`src/rtl/disp_pkg.sv`:
```
package disp_pkg;

  typedef enum logic [1:0] {
    EV_LOAD  = 2'd0,
    EV_FETCH = 2'd1,
    EV_STORE = 2'd2,
    EV_EVICT = 2'd3
  } evKind_e;

  localparam int KIND_W = 3;
  localparam logic [KIND_W-1:0] K_LOAD   = 3'd0;
  localparam logic [KIND_W-1:0] K_FETCH  = 3'd1;
  localparam logic [KIND_W-1:0] K_STORE  = 3'd2;
  localparam logic [KIND_W-1:0] K_ATOMIC = 3'd3;

  // Strobes from control to datapath
  typedef struct packed {
    logic    fire;       // present an event
    logic    useVictim;  // take the victim line instead of the request line
    logic    toInstr;    // event targets the instruction array
    logic    pop;        // dequeue the request
    logic    bad;        // unknown request kind
    evKind_e kind;
  } strobe_t;

endpackage

```
`src/rtl/disp_ctrl.sv`:
```
module disp_ctrl
  import disp_pkg::*;
(
  input  logic              reqValid,
  input  logic [KIND_W-1:0] reqKind,
  input  logic              iPresent,
  input  logic              dPresent,
  input  logic              setRoom,
  output strobe_t           st
);

  logic    kindOk;
  logic    fetchSide;
  evKind_e reqEvent;
  logic    targetHit;
  logic    otherHit;

  always_comb begin
    kindOk    = 1'b1;
    fetchSide = 1'b0;
    reqEvent  = EV_LOAD;
    unique case (reqKind)
      K_LOAD:             reqEvent = EV_LOAD;
      K_FETCH:  begin     reqEvent = EV_FETCH; fetchSide = 1'b1; end
      K_STORE, K_ATOMIC:  reqEvent = EV_STORE;
      default:            kindOk   = 1'b0;
    endcase
  end

  assign targetHit = fetchSide ? iPresent : dPresent;
  assign otherHit  = fetchSide ? dPresent : iPresent;

  always_comb begin
    st = '0;
    if (reqValid) begin
      if (!kindOk) begin
        st.bad = 1'b1;
        st.pop = 1'b1;
      end else if (targetHit) begin
        st.fire    = 1'b1;
        st.kind    = reqEvent;
        st.toInstr = fetchSide;
        st.pop     = 1'b1;
      end else if (otherHit) begin
        // line sits in the wrong array: push it out first
        st.fire    = 1'b1;
        st.kind    = EV_EVICT;
        st.toInstr = !fetchSide;
      end else if (setRoom) begin
        st.fire    = 1'b1;
        st.kind    = reqEvent;
        st.toInstr = fetchSide;
        st.pop     = 1'b1;
      end else begin
        st.fire      = 1'b1;
        st.kind      = EV_EVICT;
        st.toInstr   = fetchSide;
        st.useVictim = 1'b1;
      end
    end
  end

endmodule

```
`src/rtl/disp_datapath.sv`:
```
module disp_datapath
  import disp_pkg::*;
#(
  parameter int LINE_W = 26
) (
  input  logic              clk,
  input  logic              rstN,
  input  strobe_t           st,
  input  logic [LINE_W-1:0] reqLine,
  input  logic [LINE_W-1:0] victimLine,
  output logic              evValid,
  output logic [1:0]        evKind,
  output logic [LINE_W-1:0] evLine,
  output logic              evCache,
  output logic              reqPop,
  output logic              badKind
);

  logic [LINE_W-1:0] lineNext;

  assign lineNext = st.useVictim ? victimLine : reqLine;

  always_ff @(posedge clk or negedge rstN) begin
    if (!rstN) begin
      evValid <= 1'b0;
      evKind  <= '0;
      evLine  <= '0;
      evCache <= 1'b0;
      reqPop  <= 1'b0;
      badKind <= 1'b0;
    end else begin
      evValid <= st.fire;
      evKind  <= st.fire ? st.kind : 2'd0;
      evLine  <= st.fire ? lineNext : '0;
      evCache <= st.fire & st.toInstr;
      reqPop  <= st.pop;
      badKind <= st.bad;
    end
  end

endmodule

```
`src/rtl/req_dispatch.sv`:
```
module req_dispatch
  import disp_pkg::*;
#(
  parameter int LINE_W = 26
) (
  input  logic              clk,
  input  logic              rstN,
  input  logic              reqValid,
  input  logic [2:0]        reqKind,
  input  logic [LINE_W-1:0] reqLine,
  input  logic              iPresent,
  input  logic              dPresent,
  input  logic              setRoom,
  input  logic [LINE_W-1:0] victimLine,
  output logic              evValid,
  output logic [1:0]        evKind,
  output logic [LINE_W-1:0] evLine,
  output logic              evCache,
  output logic              reqPop,
  output logic              badKind
);

  strobe_t st;

  disp_ctrl u_ctrl (
    .reqValid (reqValid),
    .reqKind  (reqKind),
    .iPresent (iPresent),
    .dPresent (dPresent),
    .setRoom  (setRoom),
    .st       (st)
  );

  disp_datapath #(.LINE_W(LINE_W)) u_dp (
    .clk        (clk),
    .rstN       (rstN),
    .st         (st),
    .reqLine    (reqLine),
    .victimLine (victimLine),
    .evValid    (evValid),
    .evKind     (evKind),
    .evLine     (evLine),
    .evCache    (evCache),
    .reqPop     (reqPop),
    .badKind    (badKind)
  );

endmodule

```
`config.mk`:
```
export PLATFORM = sky130hd
export DESIGN_NAME = req_dispatch
export DESIGN_NICKNAME = d
export VERILOG_FILES = /design/src/rtl/disp_pkg.sv /design/src/rtl/disp_ctrl.sv /design/src/rtl/disp_datapath.sv /design/src/rtl/req_dispatch.sv
export SDC_FILE = /design/constraint.sdc
export NUM_CORES = 1
export LEC_CHECK = 0
export BUFFER_PORTS_ARGS = -buffer_cell sky130_fd_sc_hd__buf_2
export CAP_MARGIN = 5
export CORE_UTILIZATION = 41
export DETAILED_ROUTE_END_ITERATION = 12
export PLACE_DENSITY_LB_ADDON = 0.08
export RECOVER_POWER = 25
export SYNTH_ARGS = -nofsm -noshare
export SYNTH_HDL_FRONTEND = slang
export SYNTH_SLANG_ARGS = --single-unit
```
`constraint.sdc`:
```
create_clock -name clk -period 0.8 [get_ports clk]
set_input_delay 0.16 -clock clk [delete_from_list [all_inputs] [get_ports clk]]
set_output_delay 0.16 -clock clk [all_outputs]
set_load 0.02 [all_outputs]
```
==> results.md <==
- Status: finished, violations left
- Failing checks: setup timing
- Diodes inserted: 0
- Crit-path slowest cell: dfrtp_1
- # port buffers: 92
- Total track usage: 18.30%
- Placeable Area: 3337 um2
- Detail Route Antenna Nets: 0
- CP required: 0.64 ns
- # rows: 21
- Largest net degree at the start of global routing: 33
- Fill cell count: 262
- Critical path arrival: slightly below 0.9 ns
- Commonest non-fill, non-tap cell in the layout: buf_2
- Worst Setup End Kind: output port
- Mapped cell area: 1426 um2
- CP bufs+invs: 1
- Worst relative slew slack: 73.01%
- Vias in the first global route: 1,202
- Routed WL: 3329 um
- Vias per std cell: 4.431
- Pwr dens: 1441 nW/um2
- Post-CTS Setup Repair Bufs: 0
- Final Util: 70.27%
- Worst-path clk slew: about 0.1 ns
- Startpoint types: register
- Most frequent cells in the layout: 58 x buf_2, 36 x buf_6, 32 x dfrtp_1, 28 x inv_1
- Crit path largest cell delay: around 0.4 ns
- Synth Area in Adders: 0.7895%
- Final setup viols: 34
- Syn_nets: 195
- Fin nets: 302
- Starting Density: between 40% and 50%
- Initial drt markers: 28
- Worst Hold Depth: 3
- Total I/O pin count: between 90 and 100
- Ys Warns: 0
- Placed cell areas: 2056 um2
- Multiplexer area fraction after synthesis: around 18%
- CP Class: register to output port
- Sequential area share after synthesis: a little under three fifths
- Global-route wire length before repair: 4767 um
- Min-delay src: victimLine[4]
- Drt pass-1 iters: 4
- Gpl congestion: 0.7129
- Worst-path fanout max: 1
- Yosys top cell by area: dfrtp_1
- Worst-Margin Slew: 0.4049 ns
- Final Max Tran Viols: 0
- Max clock buf depth: 2
- Fmax: 964.6 MHz
- Die width: 60.98 um
- Synth Area in Simple Gates: 12.11%
- Maxcap violations: 0
- Area growth from synthesis to layout: 64.39%
- Post-synth cell types: 21
- Dpl hpwl: 2385 um
- XOR/XNOR share of the synthesized area: 0%
- Main combinational cell family by area after synthesis: multiplexers
- Top cell type's share of synthesized area: 56.14%
- Initial antenna violation count: 0
- CTS tree: built
- Global route overflow: 0
- Fin crit share: 129.6%
- Leakage: 1.483 nW
- Setup ws final: -0.2367 ns
- Num CTS Buffers: 5
- Root Buffer: clkbuf_4
- Min Tclk post-route: 1.037 ns
- Die height: 60.98 um
- Clock H-tree levels: 2
- Hold WC Path Type: primary input to register
- Placed insts: approximately 280
- Synth Area in Compound Gates: 2.982%
- Hold Path Sink: u_dp.evLine[4]
- Wire per inst: 11.56 um
- IR drop worst, VDD: a little over 900 uV
- Final Cell Area: 2345 um2
- Seq cells post-synth: 32
- Cell Chain, Critical Path: buf_6
- RSZ-0062 raised after global routing: yes
- Die area: 3719 um2
- Final hold viol count: 0
- # clock sinks: 32
- Post-route insts no fill: between 200 and 300
- Top cells by area, synth: dfrtp_1 56%, mux2i_1 18%, inv_1 7.4%, nand2_1 6.8%, nor2b_1 1.3%
- Syn avg cell area: 10.64 um2
- Residual DRC: 0
- Total number of vias: 1,276
- Share of cells above drive strength 1: 48.76%
- Syn Inst Count: roughly 130
- Family with the most delay on the worst path: flip-flops
[cells in the mapped netlist, drive strengths merged]
| cell | instances |
|---|---|
| dfrtp | 32 |
| inv | 28 |
| nand2 | 27 |
| mux2i | 26 |
| buf | 5 |
| nor2b | 3 |
| a21oi | 1 |
| a31oi | 1 |
| and2 | 1 |
| and2b | 1 |
| clkbuf | 1 |
| maj3 | 1 |
| nor3 | 1 |
| nor3b | 1 |
| o21a | 1 |
| o21ai | 1 |
| o311a | 1 |
| o41ai | 1 |
| or3b | 1 |
[state kept, by name, summed over array words and instances, names as in the netlist]
name	cells
u_dp.evKind	2
u_dp.evLine	26
u_dp.evValid	1
u_dp.badKind	1
u_dp.evCache	1
u_dp.reqPop	1
[tightest hold or removal path, cell delays in order]
cell and delay [ns]:
buf_2 0.09, inv_1 0.04, mux2i_1 0.05
[per-layer routing]
metal  share of wire [%]  GRT usage, %  vias up
met5                   0             0        -
met4                 2.6         12.01        0
met3                 6.7         4.691       10
met2                  53         34.22       61
met1                  38         17.57      579
li1                    -             -      626
[power by group]
part,internal [mW],switching (mW)
Sequential,1.69,0.0366
Combinational,0.377,0.326
Clock,0.433,0.513
[area by class of cell]
type	count	area, um2	share of cell area [%]
Timing Repair Buffer	106	809.5	34.53
Multi-Input combinational cell	68	513.0	21.88
Sequential cell	32	800.8	34.15
Inverter	28	105.1	4.482
Clock buffer	8	58.81	2.508
Tap cell	46	57.56	2.455
[logic make-up (layout without fill, tap and decap cells)]
kind of cell               Yosys count  in the layout
buffers and inverters               34            142
muxes                               26             26
AOI/OAI and AO/OA                    6              6
adders and majority gates            1              1
DFF                                 32             32
and+or+nand+nor                     35             35
[worst max-delay path by stage]
stage,cells past startpoint,startpoint,to
3_3_place_gp,4,reqKind[2],u_dp.reqPop
3_5_place_dp,4,reqKind[2],u_dp.reqPop
6_report,1,u_dp.evLine[4],evLine[4]
4_1_cts,1,u_dp.evLine[4],evLine[4]
5_1_grt,1,u_dp.evLine[9],evLine[9]
2_1_floorplan,3,reqKind[2],u_dp.evCache
[repair_timing]
action | in CTS | in global routing
gates resized for setup | 69 | 1
pin swaps | 1 | 2
endpoints found under the hold margin | 32 | 0
hold buffers | 1 | 0
setup endpoints to repair | 40 | 34
[through the flow]
stage                     worst slack [ns]  hold slack [ns]  power (mW)  TNS [ns]
final                              -0.2367          0.04381       3.379    -6.403
after global routing               -0.2670          0.04371       3.570    -7.747
after CTS                          -0.2387          0.02870       3.432    -6.994
after detailed placement           -0.4386           0.1290       2.343    -10.43
after global placement             -0.3506           0.1263       2.324    -9.129
after floorplan                    -0.2032          -0.1356       2.010    -3.049
No activity file was read; power rests on OpenSTA's default activity.
